`config.mk`:
```
export PLATFORM = sky130hd
export DESIGN_NAME = xlat_regwr
export DESIGN_NICKNAME = d
export VERILOG_FILES = /design/src/rtl/xlat_regwr_pkg.sv /design/src/rtl/xlat_regwr_decode.sv /design/src/rtl/xlat_wide_reg.sv /design/src/rtl/xlat_err_ack.sv /design/src/rtl/xlat_regwr.sv
export SDC_FILE = /design/constraint.sdc
export NUM_CORES = 1
export LEC_CHECK = 0
export CAP_MARGIN = 20
export CORE_AREA = 2 2 290 292
export CTS_BUF_LIST = sky130_fd_sc_hd__clkbuf_2
export DETAILED_ROUTE_END_ITERATION = 8
export DIE_AREA = 0 0 292 294
export DONT_BUFFER_PORTS = 1
export PLACE_DENSITY = 0.43
export SETUP_SLACK_MARGIN = 0.4
export SYNTH_ARGS = -nofsm -noshare
export SYNTH_HDL_FRONTEND = slang
export SYNTH_SLANG_ARGS = --single-unit
```
`constraint.sdc`:
```
create_clock -name clk -period 3.4 [get_ports clk]
set_input_delay 0.51 -clock clk [delete_from_list [all_inputs] [get_ports clk]]
set_output_delay 0.51 -clock clk [all_outputs]
set_load 0.01 [all_outputs]
```
`src/rtl/xlat_regwr_pkg.sv`:
```
package xlat_regwr_pkg;

  localparam int NUM_WIDE = 5;

  // 32-bit register offsets (page-relative)
  localparam logic [15:0] OFS_CTRL0   = 16'h0000;
  localparam logic [15:0] OFS_CTRL1   = 16'h0008;
  localparam logic [15:0] OFS_ERR_ACK = 16'h0040;
  localparam logic [15:0] OFS_TBL_CFG = 16'h0058;
  localparam logic [15:0] OFS_CPROD   = 16'h0088;
  localparam logic [15:0] OFS_CCONS   = 16'h008C;
  localparam logic [15:0] OFS_EPROD   = 16'h00A8;
  localparam logic [15:0] OFS_ECONS   = 16'h00AC;

  // indices of the 64-bit registers
  localparam int WI_ERR_IRQ = 0;
  localparam int WI_TBASE   = 1;
  localparam int WI_CBASE   = 2;
  localparam int WI_EBASE   = 3;
  localparam int WI_EVT_IRQ = 4;

  // table config field positions
  localparam int FMT_LSB   = 16;
  localparam int SPLIT_LSB = 6;
  localparam int SPLIT_W   = 5;

  function automatic logic [15:0] wide_ofs(input int idx);
    case (idx)
      WI_ERR_IRQ: return 16'h0048;
      WI_TBASE:   return 16'h0050;
      WI_CBASE:   return 16'h0080;
      WI_EBASE:   return 16'h00A0;
      default:    return 16'h00B0;
    endcase
  endfunction

  typedef struct packed {
    logic                legal;
    logic                kick;
    logic                ctrl0;
    logic                ctrl1;
    logic                err_ack;
    logic                tbl_cfg;
    logic                cprod;
    logic                ccons;
    logic                eprod;
    logic                econs;
    logic [NUM_WIDE-1:0] lo;
    logic [NUM_WIDE-1:0] hi;
  } wsel_t;

endpackage

```
`src/rtl/xlat_regwr_decode.sv`:
```
module xlat_regwr_decode
  import xlat_regwr_pkg::*;
#(
  parameter int OFS_W = 17
) (
  input  logic             wr_en,
  input  logic [OFS_W-1:0] wr_offset,
  input  logic [3:0]       wr_size,
  output wsel_t            sel
);

  localparam logic [OFS_W-1:0] ALIAS_CLR = ~(OFS_W'(1) << 16);

  logic [OFS_W-1:0] a;
  logic             is4, is8;

  always_comb begin
    a   = wr_offset & ALIAS_CLR;
    is4 = (wr_size == 4'd4);
    is8 = (wr_size == 4'd8);
    sel = '0;
    sel.legal = wr_en && (is4 || is8);
    if (wr_en && is4) begin
      sel.ctrl0   = (a == OFS_W'(OFS_CTRL0));
      sel.ctrl1   = (a == OFS_W'(OFS_CTRL1));
      sel.err_ack = (a == OFS_W'(OFS_ERR_ACK));
      sel.tbl_cfg = (a == OFS_W'(OFS_TBL_CFG));
      sel.cprod   = (a == OFS_W'(OFS_CPROD));
      sel.ccons   = (a == OFS_W'(OFS_CCONS));
      sel.eprod   = (a == OFS_W'(OFS_EPROD));
      sel.econs   = (a == OFS_W'(OFS_ECONS));
      for (int i = 0; i < NUM_WIDE; i++) begin
        sel.lo[i] = (a == OFS_W'(wide_ofs(i)));
        sel.hi[i] = (a == OFS_W'(wide_ofs(i)) + OFS_W'(4));
      end
    end
    if (wr_en && is8) begin
      for (int i = 0; i < NUM_WIDE; i++) begin
        sel.lo[i] = (a == OFS_W'(wide_ofs(i)));
        sel.hi[i] = (a == OFS_W'(wide_ofs(i)));
      end
    end
    sel.kick = sel.ctrl0 | sel.cprod | sel.err_ack;
  end

endmodule

```
`src/rtl/xlat_wide_reg.sv`:
```
module xlat_wide_reg #(
  parameter int HALF_W = 32
) (
  input  logic              clk,
  input  logic              rst,
  input  logic              we_lo,
  input  logic              we_hi,
  input  logic [HALF_W-1:0] lo_d,
  input  logic [HALF_W-1:0] hi_d,
  output logic [2*HALF_W-1:0] q
);

  always_ff @(posedge clk) begin
    if (rst) begin
      q <= '0;
    end else begin
      if (we_lo) q[HALF_W-1:0]        <= lo_d;
      if (we_hi) q[2*HALF_W-1:HALF_W] <= hi_d;
    end
  end

  // a half that is not written keeps its value
  assert_keep_hi_R4: assert property (@(posedge clk) disable iff (rst)
    !we_hi |=> q[2*HALF_W-1:HALF_W] == $past(q[2*HALF_W-1:HALF_W]));
  assert_keep_lo_R4: assert property (@(posedge clk) disable iff (rst)
    !we_lo |=> q[HALF_W-1:0] == $past(q[HALF_W-1:0]));

endmodule

```
`src/rtl/xlat_err_ack.sv`:
```
module xlat_err_ack #(
  parameter int W = 32
) (
  input  logic         clk,
  input  logic         rst,
  input  logic         we,
  input  logic [W-1:0] wdata,
  input  logic [W-1:0] err_flags,
  output logic [W-1:0] ack_q
);

  logic [W-1:0] flip;

  always_comb flip = (ack_q ^ wdata) & (err_flags ^ ack_q);

  always_ff @(posedge clk) begin
    if (rst)     ack_q <= '0;
    else if (we) ack_q <= ack_q ^ flip;
  end

  // a bit only ever changes while it was pending
  assert_only_pending_R9: assert property (@(posedge clk) disable iff (rst)
    ((ack_q ^ $past(ack_q)) & ~($past(err_flags) ^ $past(ack_q))) == '0);

endmodule

```
`src/rtl/xlat_regwr.sv`:
```
module xlat_regwr
  import xlat_regwr_pkg::*;
#(
  parameter int          OFS_W         = 17,
  parameter int unsigned CMDQ_MAX_LOG2 = 19,
  parameter int unsigned EVTQ_MAX_LOG2 = 15,
  parameter logic [31:0] CTRL0_MASK    = 32'h0000_000D
) (
  input  logic             clk,
  input  logic             rst,
  input  logic             wr_en,
  input  logic [OFS_W-1:0] wr_offset,
  input  logic [3:0]       wr_size,
  input  logic [63:0]      wr_data,
  input  logic [31:0]      err_flags,
  output logic             rsp_valid,
  output logic             rsp_err,
  output logic             cmdq_kick,
  output logic [31:0]      ctrl0,
  output logic [31:0]      ctrl0_ack,
  output logic [31:0]      ctrl1,
  output logic [31:0]      err_ack,
  output logic [63:0]      err_irq_addr,
  output logic [63:0]      tbl_base,
  output logic [31:0]      tbl_cfg,
  output logic [4:0]       tbl_split,
  output logic             feat_two_level,
  output logic [63:0]      cmdq_base,
  output logic [4:0]       cmdq_log2,
  output logic [31:0]      cmdq_prod,
  output logic [31:0]      cmdq_cons,
  output logic [63:0]      evtq_base,
  output logic [4:0]       evtq_log2,
  output logic [31:0]      evtq_prod,
  output logic [31:0]      evtq_cons,
  output logic [63:0]      evt_irq_addr
);

  localparam int HALF_W = 32;

  function automatic logic [4:0] clamp_log2(input logic [4:0] v, input int unsigned mx);
    if (32'(v) > mx) return 5'(mx);
    return v;
  endfunction

  wsel_t              sel;
  logic [HALF_W-1:0]  hi_data;
  logic [63:0]        wide_q [NUM_WIDE];

  xlat_regwr_decode #(.OFS_W(OFS_W)) u_dec (
    .wr_en(wr_en), .wr_offset(wr_offset), .wr_size(wr_size), .sel(sel)
  );

  // high half comes from the upper word on a whole write, the lower on a split one
  always_comb hi_data = (wr_size == 4'd8) ? wr_data[63:32] : wr_data[31:0];

  for (genvar g = 0; g < NUM_WIDE; g++) begin : g_wide
    xlat_wide_reg #(.HALF_W(HALF_W)) u_reg (
      .clk(clk), .rst(rst), .we_lo(sel.lo[g]), .we_hi(sel.hi[g]),
      .lo_d(wr_data[HALF_W-1:0]), .hi_d(hi_data), .q(wide_q[g])
    );
  end

  xlat_err_ack #(.W(32)) u_ack (
    .clk(clk), .rst(rst), .we(sel.err_ack), .wdata(wr_data[31:0]),
    .err_flags(err_flags), .ack_q(err_ack)
  );

  always_ff @(posedge clk) begin
    if (rst) begin
      rsp_valid      <= 1'b0;
      rsp_err        <= 1'b0;
      cmdq_kick      <= 1'b0;
      ctrl0          <= '0;
      ctrl0_ack      <= '0;
      ctrl1          <= '0;
      tbl_cfg        <= '0;
      tbl_split      <= '0;
      feat_two_level <= 1'b0;
      cmdq_log2      <= '0;
      evtq_log2      <= '0;
      cmdq_prod      <= '0;
      cmdq_cons      <= '0;
      evtq_prod      <= '0;
      evtq_cons      <= '0;
    end else begin
      rsp_valid <= wr_en;
      rsp_err   <= wr_en && !sel.legal;
      cmdq_kick <= sel.kick;
      if (sel.ctrl0) begin
        ctrl0     <= wr_data[31:0];
        ctrl0_ack <= wr_data[31:0] & CTRL0_MASK;
      end
      if (sel.ctrl1) ctrl1 <= wr_data[31:0];
      if (sel.tbl_cfg) begin
        tbl_cfg <= wr_data[31:0];
        if (wr_data[FMT_LSB+1:FMT_LSB] == 2'd1) begin
          tbl_split      <= wr_data[SPLIT_LSB+SPLIT_W-1:SPLIT_LSB];
          feat_two_level <= 1'b1;
        end
      end
      if (sel.lo[WI_CBASE]) cmdq_log2 <= clamp_log2(wr_data[4:0], CMDQ_MAX_LOG2);
      if (sel.lo[WI_EBASE]) evtq_log2 <= clamp_log2(wr_data[4:0], EVTQ_MAX_LOG2);
      if (sel.cprod) cmdq_prod <= wr_data[31:0];
      if (sel.ccons) cmdq_cons <= wr_data[31:0];
      if (sel.eprod) evtq_prod <= wr_data[31:0];
      if (sel.econs) evtq_cons <= wr_data[31:0];
    end
  end

  assign err_irq_addr = wide_q[WI_ERR_IRQ];
  assign tbl_base     = wide_q[WI_TBASE];
  assign cmdq_base    = wide_q[WI_CBASE];
  assign evtq_base    = wide_q[WI_EBASE];
  assign evt_irq_addr = wide_q[WI_EVT_IRQ];

  assert_rsp_follows_R10: assert property (@(posedge clk) disable iff (rst)
    wr_en |=> rsp_valid);
  assert_kick_ok_rsp_R8: assert property (@(posedge clk) disable iff (rst)
    cmdq_kick |-> rsp_valid && !rsp_err);
  assert_bad_size_still_R2: assert property (@(posedge clk) disable iff (rst)
    (rsp_valid && rsp_err) |-> $stable(ctrl0) && $stable(cmdq_prod) && $stable(cmdq_base)
                               && $stable(err_ack) && !cmdq_kick);
  assert_ack_mirror_R6: assert property (@(posedge clk) disable iff (rst)
    sel.ctrl0 |=> ctrl0_ack == (ctrl0 & CTRL0_MASK));
  assert_log2_limit_R5: assert property (@(posedge clk) disable iff (rst)
    (cmdq_log2 <= 5'(CMDQ_MAX_LOG2)) && (evtq_log2 <= 5'(EVTQ_MAX_LOG2)));
  assert_feat_sticky_R7: assert property (@(posedge clk) disable iff (rst)
    feat_two_level |=> feat_two_level);

endmodule

```
==> metrics.yaml, run 1 <==
grt.met1_usage_pct: 24.7
synth_fa_ha_area_share_pct: 0
io_pins: 747
layout.cells.non_filler: 3753
grt_pass1_wl_microns: 137000
synthSimpleGateAreaFrac_pct: 15.4
dp_worst_setup_slack_ns: 0.412
r2r_slack_ns: 1.44
startpoint: "wr_size[3]"
antenna_found_initial: 17
track_usage_pct: 22.1
final_core_util_pct: 33.6
crit_required_ns: 4.68
arrival_ns: 4.36
yosysWarnings: 0
ys_ff_latch: 595
layout_common_cells: "nand2_1 (652), dfxtp_1 (595), mux2i_1 (556)"
dr.pass1.iters: 5
cts_made_buffers: 162
tns_ns: 0
portBuffers: 0
layout-drive-gt1-share_pct: 13.1
placed_area_sq_um: 23700
fmax_mhz: 325
worstSetupStartpointType: "input port"
syn_inst: 2267
rr_worst_depth: 4
clk_path_buf_depth: 3
synth_edf_count: 0
dr.first_iter.drc_count: 826
status: "finished, final reports clean"
period_needed_ns: 3.08
grt_max_degree: 150
cts-root-buf: "clkbuf_2"
synth-main-ff-cell: "dfxtp_1"
grt_most_used_layer: "met2"
cts_tree: "yes"
initial_core_util_pct: 27.6
met2_usage_pct: 37.9
cts-htree-levels: 4
crit_type: "in -> reg"
drc: 0
die_h_microns: 294
place_hpwl_microns: 65400
syn_area_sq_um: 22900
die-width_microns: 292
hold_viol_final: 0
die_area_sq_um: 85800
wl_per_cell_microns: 26.1
overflow: 0
clk_latency_ns: 1.38
slew_headroom_pct: 30.6
cellPowerDensity_nw_per_um2: 461
core-area_sq_um: 82900
irDropWorstVdd_mv: 0.226
p_leak_nw: 13.7
worst_clock_skew_ns: 0
synth_top_area_share_pct: 52.1
wl_microns: 98000
setup_viol: 0
synth_xor_area_share_pct: 0.0383
fin_ws_ns: 0.318
dp_cells: 3201
antenna_left: 0
tightest_slew_ns: 1.04
maxCapViolations: 0
synthArstFlopShare_pct: 0
rsz0062_at_grt: "true"
yosysSeqAreaShare_pct: 52.1
grt_pass1_vias: 18521
areaGrowthSynthToFinish_pct: 21.8
endpoint_kind: "flop"
synth_top_family_by_area: "multiplexers"
hold_class: "in -> reg"
syn_avg_cell_area_sq_um: 10.1
grt_use_met3_pct: 8.53
netlist_top_cells_area: "dfxtp_1 (52%), mux2i_1 (24%), nand2_1 (11%)"
clk_pin_slew_ns: 0.11
synth_top_area_cell: "dfxtp_1"
path_max_fanout: 64
synth-compound-area-share_pct: 1.49
finalMaxSlewViolations: 0
period_share_pct: 90.6
finalInstanceArea_sq_um: 27800
place_congestion: 0.828
synth_cell_types: 42
routed-via-count: 18155
final_common_cell: "nand2_1"
clock_sinks: 595
layout.nets: 2671
rows: 106
vias_per_cell: 4.84
synthMuxAreaShare_pct: 26.0
## layer usage
metal	routed length (microns)	share of wire, %
met1	38400	39
met2	47900	49
met3	8280	8.4
met4	3300	3.4
met5	95	0.097
## critical path: stages
cell and delay (ns):
dlygate4sd3_1 0.69, or3b_4 0.49, or4b_2 0.63, buf_6 0.24, or4_1 0.52, dlygate4sd3_1 0.58
nand3_1 0.07, dlygate4sd3_1 0.55
## Yosys cell counts, types with 3 or more instances
cell / number
nor4_1: 5
nand3_4: 6
inv_1: 3
a21oi_1: 4
nand2_1: 652
buf_4: 32
clkbuf_1: 134
mux2_2: 34
nand3_1: 68
buf_2: 11
mux2i_1: 556
o311ai_0: 32
nand4_1: 8
or4_1: 34
dfxtp_1: 595
nor2b_1: 4
buf_1: 27
nor3_1: 3
o21ai_0: 5
buf_6: 18
nor3b_1: 3
nor2_1: 7
## report_power, final
part	switching (W)	internal, W	leakage [nW]
combinational	0.000496	0.000236	7.80
clock	0.00316	0.00195	1.08
sequential	0.00000190	0.00696	4.79
## cell families after synthesis
group                     Yosys count
and+or+nand+nor                   811
DFF                               595
muxes                             590
buffers and inverters             226
AOI/OAI and AO/OA                  43
xor gates and xnor gates            1
other                               1
## worst min-delay path by stage
stage / from / end / slack (ns) / cells after the start
after floorplan: feat_two_level / feat_two_level / 0.47 / 2
after global placement: evtq_prod[8] / evtq_prod[8] / 0.49 / 2
after detailed placement: g_wide[3].u_reg.q[39] / g_wide[3].u_reg.q[39] / 0.50 / 2
after CTS: wr_data[51] / g_wide[2].u_reg.q[51] / 0.006 / 4
after global routing: wr_data[35] / g_wide[4].u_reg.q[35] / 0.1 / 4
final: wr_data[51] / g_wide[4].u_reg.q[51] / 0.21 / 4
## sequential cells by signal (all words and copies together) (netlist names), 32 cells and up, named ones only
signal and flops:
cmdq_cons 32, cmdq_prod 32, ctrl0 32, ctrl1 32
evtq_cons 32, evtq_prod 32, g_wide.u_reg.q 320, tbl_cfg 32
## stage by stage
step	hold WS [ns]	total power, W
6_report	0.213	0.0128
5_1_grt	0.0997	0.0134
4_1_cts	0.00627	0.0131
3_5_place_dp	0.498	0.00759
3_3_place_gp	0.494	0.00758
2_1_floorplan	0.470	0.00744
## repair_timing
action | CTS | global route
hold endpoints to repair | 595 | 0
hold buffers | 266 | 0
resized for setup | 0 | 4
buffers inserted | 0 | 0
endpoints found under the setup margin | 0 | 15
## layout make-up
type                            count  area (sq um)
Antenna cell                       14          35.0
Multi-Input combinational cell   1474          9970
Sequential cell                   595         11900
Inverter                            4          22.5
Fill cell                        8475         55100
Clock buffer                      226          1130
Tap cell                         1080          1350
Timing Repair Buffer              314          3150
Clock inverter                     46           256
Note: power is estimated with default switching activity, not from simulation.
==> run 2: changes to the inputs <==
--- a/config.mk
+++ b/config.mk
@@ -6,12 +6,13 @@
 export NUM_CORES = 1
 export LEC_CHECK = 0
 export CAP_MARGIN = 20
-export CORE_AREA = 2 2 290 292
+export CORE_AREA = 2 2 293 295
 export CTS_BUF_LIST = sky130_fd_sc_hd__clkbuf_2
 export DETAILED_ROUTE_END_ITERATION = 8
-export DIE_AREA = 0 0 292 294
+export DIE_AREA = 0 0 295 297
 export DONT_BUFFER_PORTS = 1
-export PLACE_DENSITY = 0.43
+export PLACE_DENSITY = 0.44
+export REMOVE_ABC_BUFFERS = 1
 export SETUP_SLACK_MARGIN = 0.4
 export SYNTH_ARGS = -nofsm -noshare
 export SYNTH_HDL_FRONTEND = slang
==> constraint.sdc (replaced) <==
create_clock -name clk -period 2.74 [get_ports clk]
set_input_delay 0.411 -clock clk [delete_from_list [all_inputs] [get_ports clk]]
set_output_delay 0.411 -clock clk [all_outputs]
set_load 0.01 [all_outputs]
==> run 2 against run 1 <==
Effect of this change: critical path depth rose by 1; critical path type unchanged; clock skew did not move; die area rose by 2.1%; sequential share of layout area increased by 0.94 points; register-to-register slack worse by 0.05 ns; cell count rose by 4.5%; wire length fell by 1.6%.
==> metrics.yaml, run 2 (synthesized netlist as in run 1, its figures left out) <==
fmax_mhz: 393
irDropWorstVdd_mv: 0.283
clk_pin_slew_ns: 0.10
grt_use_met3_pct: 7.55
crit_top_cell: "dlygate4sd3_1"
met2_usage_pct: 34.8
clock_sinks: 595
routed-via-count: 18872
critPathSlowestCell: "dlygate4sd3_1"
grt_pass1_vias: 19325
cts_made_buffers: 165
n_fill_cell: 8515
layout_common_cells: "nand2_1 (652), mux2i_1 (556), dlygate4sd3_1 (309)"
p_leak_nw: 14.6
cellPowerDensity_nw_per_um2: 532
r2r_slack_ns: 1.39
overflow: 0
wl_per_cell_microns: 24.6
portBuffers: 0
hold_viol_final: 0
fin_ws_ns: 0.193
arrival_ns: 3.79
cts-root-buf: "clkbuf_2"
wl_microns: 96400
layout.nets: 2760
die-width_microns: 295
die_area_sq_um: 87600
dr.pass1.iters: 5
drc: 0
die_h_microns: 297
areaGrowthSynthToFinish_pct: 33.7
grt.met1_usage_pct: 23.6
cts-htree-levels: 4
crit_required_ns: 3.98
io_pins: 747
seq_area_sq_um: 13400
endpoint_kind: "flop"
core-area_sq_um: 84500
tightest_slew_ns: 0.866
period_share_pct: 93.0
place_congestion: 0.849
grt_most_used_layer: "met2"
setup_viol: 0
largest_register_ffs: 320
crit_type: "in -> reg"
layout-drive-gt1-share_pct: 35.1
path_max_fanout: 22
holdCritStartpoint: "wr_offset[2]"
dp_cells: 3289
rsz0062_at_grt: "true"
rr_worst_depth: 3
whs_path_depth: 5
maxCapViolations: 0
hold_ws_ns: 0.106
grt_max_degree: 76
final_core_util_pct: 36.2
hold_class: "in -> reg"
clk_latency_ns: 1.32
multiInputGateArea_sq_um: 9990
worst_clock_skew_ns: 0
status: "finished, final reports clean"
dp_worst_setup_slack_ns: 0.184
track_usage_pct: 21.1
regMostFlops: "g_wide.u_reg.q"
slew_headroom_pct: 42.3
final_common_cell: "nand2_1"
clk_path_buf_depth: 3
whs_endpoint: "g_wide[4].u_reg.q[12]"
antenna_left: 0
vias_per_cell: 4.81
place_hpwl_microns: 60600
finalMaxSlewViolations: 0
antenna_found_initial: 10
cpLargestDelayFamily: "buffers and inverters"
initial_core_util_pct: 27.0
worstSetupStartpointType: "input port"
finalInstanceArea_sq_um: 30600
cp_cell_sequence: "dlygate4sd3_1, nor4_1, buf_4, nand4_1, buf_4, or4_1, dlygate4sd3_1, nand3_1, dlygate4sd3_1"
worst-path-buf-inv: 5
placed_area_sq_um: 24100
cts_tree: "yes"
layout.cells.non_filler: 3923
period_needed_ns: 2.55
grt_pass1_wl_microns: 135000
cpPeakStageDelay_ns: 0.59
dr.first_iter.drc_count: 1056
rows: 107
[run 2: cell types whose count changed in the layout (fill, tap and decap cells not counted), moves of 4 or more]
cell,before,now
buf_12,8,16
dfxtp_1,595,23
clkinv_1,25,38
clkbuf_2,226,234
buf_4,39,63
dfxtp_4,0,296
dfxtp_2,0,276
inv_2,8,2
clkinv_2,6,10
bufinv_16,2,7
dlygate4sd3_1,264,309
diode_2,14,8
dlymetal6s4s_1,1,6
[run 2: repair_timing]
item                       CTS  global route
pin swaps                    0             0
hold buffers               309             9
gates cloned                 0             2
buffers inserted             0             8
setup endpoints to repair  575           263
hold endpoints to repair   595            11
resized for setup          847            42
[run 2: area by class of cell]
cell class                      count  share of cell area (%)
Tap cell                         1144                    4.69
Multi-Input combinational cell   1474                    32.7
Antenna cell                        8                  0.0655
Clock inverter                     64                    1.54
Inverter                            4                  0.0901
Clock buffer                      234                    3.83
Timing Repair Buffer              400                    13.3
Sequential cell                   595                    43.8
[run 2: stage by stage]
step	total power (W)	TNS (ns)
after floorplan	0.00917	-6085.72
after global placement	0.00935	0
after detailed placement	0.00937	0
after CTS	0.0166	0
after global routing	0.0171	0
final	0.0162	0
[run 2: worst max-delay path by stage]
stage                       endpoint     startpoint  slack, ns  cells after the start
2_1_floorplan  g_wide[1].u_reg.q[10]            rst     -10.91                      3
3_3_place_gp   g_wide[0].u_reg.q[24]   wr_offset[1]       0.24                      6
3_5_place_dp   g_wide[0].u_reg.q[23]   wr_offset[1]       0.18                      6
4_1_cts                   err_ack[2]           flop       0.22                      0
5_1_grt                   err_ack[2]           flop       0.25                      0
6_report                        flop  wr_offset[14]       0.19                      9
[run 2: report_power, final]
| part | total, W | switching [W] | internal, W |
|---|---|---|---|
| registers | 0.00834 | 0.00000225 | 0.00834 |
| logic | 0.000892 | 0.000546 | 0.000346 |
| clock network | 0.00701 | 0.00400 | 0.00301 |
| total | 0.0162 | 0.00455 | 0.0117 |
[run 2: tightest hold or removal path, stage by stage]
cell,delay (ns)
dlymetal6s4s_1,0.30
nor3_2,0.10
nand4_1,0.13
buf_4,0.37
mux2i_1,0.12
[run 2: routing by layer]
layer  part of all wire (%)  routed length (microns)
met4                    4.9                     4680
met3                    8.4                     8130
met1                     38                    37000
met2                     48                    46600
met5                      0                        0
==> run 3: changes to the inputs <==
--- a/config.mk
+++ b/config.mk
@@ -6,12 +6,12 @@
 export NUM_CORES = 1
 export LEC_CHECK = 0
 export CAP_MARGIN = 20
-export CORE_AREA = 2 2 293 295
+export CORE_AREA = 2 2 289 291
 export CTS_BUF_LIST = sky130_fd_sc_hd__clkbuf_2
 export DETAILED_ROUTE_END_ITERATION = 8
-export DIE_AREA = 0 0 295 297
+export DIE_AREA = 0 0 291 293
 export DONT_BUFFER_PORTS = 1
-export PLACE_DENSITY = 0.44
+export PLACE_DENSITY = 0.45
 export REMOVE_ABC_BUFFERS = 1
 export SETUP_SLACK_MARGIN = 0.4
 export SYNTH_ARGS = -nofsm -noshare
==> run 3 against run 2 <==
Effect of this change: clock-buffer cell count is 14 higher; clock power is 9.0% lower; global-route usage is 0.29 points higher; core utilization is 0.77 points higher; via count is 0.47% lower; non-clock buffer count is 19 lower; wire length hardly changed; die area is 2.7% lower; hold slack better by 0.071 ns; combinational power is 2.5% higher; critical path type unchanged; first-iteration DRC count hardly changed; flip-flop and latch count stayed put.
==> metrics.yaml, run 3 (synthesized netlist as in run 1, its figures left out) <==
status: "finished, final reports clean"
die_h_microns: 293
die-width_microns: 291
final_core_util_pct: 36.9
worst_clock_skew_ns: 0
overflow: 0
antenna_found_initial: 12
whs_path_depth: 5
path_max_fanout: 64
wl_per_cell_microns: 25.2
layout.nets: 2743
grt_max_degree: 112
drt-met1-wl_microns: 36200
maxCapViolations: 0
arrival_ns: 3.78
period_needed_ns: 2.52
clk_path_buf_depth: 3
holdCritStartpoint: "wr_offset[2]"
endpoint_kind: "flop"
layout-drive-gt1-share_pct: 35.9
dr.pass1.iters: 7
dr.first_iter.drc_count: 1055
io_pins: 747
clock_sinks: 595
antenna_left: 0
slew_headroom_pct: 22.4
wl_met2_microns: 48200
tightest_slew_ns: 1.16
routed-via-count: 18783
rr_worst_depth: 4
hold_ws_ns: 0.177
areaGrowthSynthToFinish_pct: 32.3
cellPowerDensity_nw_per_um2: 517
cts_made_buffers: 165
hold_class: "in -> reg"
r2r_slack_ns: 0.79
cts_tree: "yes"
initial_core_util_pct: 27.9
largest_register_ffs: 320
p_leak_nw: 14.5
irDropWorstVdd_mv: 0.256
rows: 105
n_fill_cell: 8232
layout_common_cells: "nand2_1 (652), mux2i_1 (556), dfxtp_4 (314)"
die_area_sq_um: 85300
regMostFlops: "g_wide.u_reg.q"
whs_endpoint: "g_wide[2].u_reg.q[9]"
grt_pass1_wl_microns: 134000
cts-root-buf: "clkbuf_2"
crit_required_ns: 3.99
wl_microns: 96500
seq_area_sq_um: 13400
met3WireLength_microns: 7550
drc: 0
place_congestion: 0.824
core-area_sq_um: 81800
period_share_pct: 92.1
rsz0062_at_grt: "true"
place_hpwl_microns: 59100
worstSetupStartpointType: "input port"
clk_pin_slew_ns: 0.15
clk_latency_ns: 1.30
reg2reg_to: "cmdq_log2[0]"
track_usage_pct: 21.4
cts-htree-levels: 4
grt_pass1_vias: 19214
rr_startpoint: "cmdq_log2[0]"
highest_layer: "met5"
fmax_mhz: 396
finalMaxSlewViolations: 0
crit_type: "in -> reg"
hold_viol_final: 0
vias_per_cell: 4.92
portBuffers: 0
final_common_cell: "nand2_1"
multiInputGateArea_sq_um: 10000
setup_viol: 0
-- run 3: changes by cell type in the layout (fill, tap and decap cells not counted), sizes merged --
cell / delta
buf: -14
bufinv: -6
clkbuf: +13
clkinv: -23
clkinvlp: -1
diode: +1
dlygate4sd3: -3
dlymetal6s2s: -1
inv: +3
or4b: +2
-- run 3: stage by stage --
step                      setup slack [ns]  instance area (sq um)  std cells  total power, W  TNS [ns]
after global placement               0.126                  23900       3201         0.00934         0
after CTS                            0.246                  30100       3805          0.0159         0
after detailed placement             0.116                  23900       3201         0.00935         0
after floorplan                     -10.91                  21900       2073         0.00917  -6085.72
final                                0.215                  30200       3820          0.0156         0
after global routing                 0.322                  30200       3814          0.0164         0
-- run 3: power by group --
part           internal, W  switching [W]
Combinational     0.000348       0.000566
Sequential         0.00832     0.00000233
Clock              0.00250        0.00388
-- run 3: final cells by class --
cell class / count / area share (%)
clock inverter: 37 / 0.642
clock buffer: 248 / 4.11
multi-input combinational: 1476 / 33.1
tap: 1070 / 4.43
antenna: 9 / 0.0745
sequential: 595 / 44.5
inverter: 4 / 0.0745
timing repair buffer: 381 / 13.1
-- run 3: worst max-delay path, stage by stage --
cell and delay, ns:
dlygate4sd3_1 0.55, nor4_1 0.45, buf_4 0.20, nand4_1 0.14, buf_12 0.24, or4_1 0.53
dlygate4sd3_1 0.57, nand3_1 0.07, dlygate4sd3_1 0.55
-- run 3: worst max path at each step --
stage / startpoint / to / cells after the start
3_5_place_dp: wr_offset[13] / evtq_log2[4] / 5
5_1_grt: wr_offset[5] / flop / 8
2_1_floorplan: rst / g_wide[1].u_reg.q[10] / 3
6_report: wr_offset[1] / flop / 9
4_1_cts: g_wide[2].u_reg.q[9] / cmdq_base[9] / 0
3_3_place_gp: wr_offset[13] / evtq_log2[4] / 5
-- run 3: layer usage --
layer | global-route usage, % | up-vias
li1 | - | 8449
met1 | 23.4 | 9193
met2 | 37.1 | 901
met3 | 6.78 | 238
met4 | 11.0 | 2
met5 | 0 | -
-- run 3: what timing repair did --
action,in CTS,in global routing
setup buffers,0,4
hold endpoints to repair,595,21
endpoints found under the setup margin,598,188
pin swaps,0,3
cloned,0,3
hold buffers,319,1
resized for setup,907,15
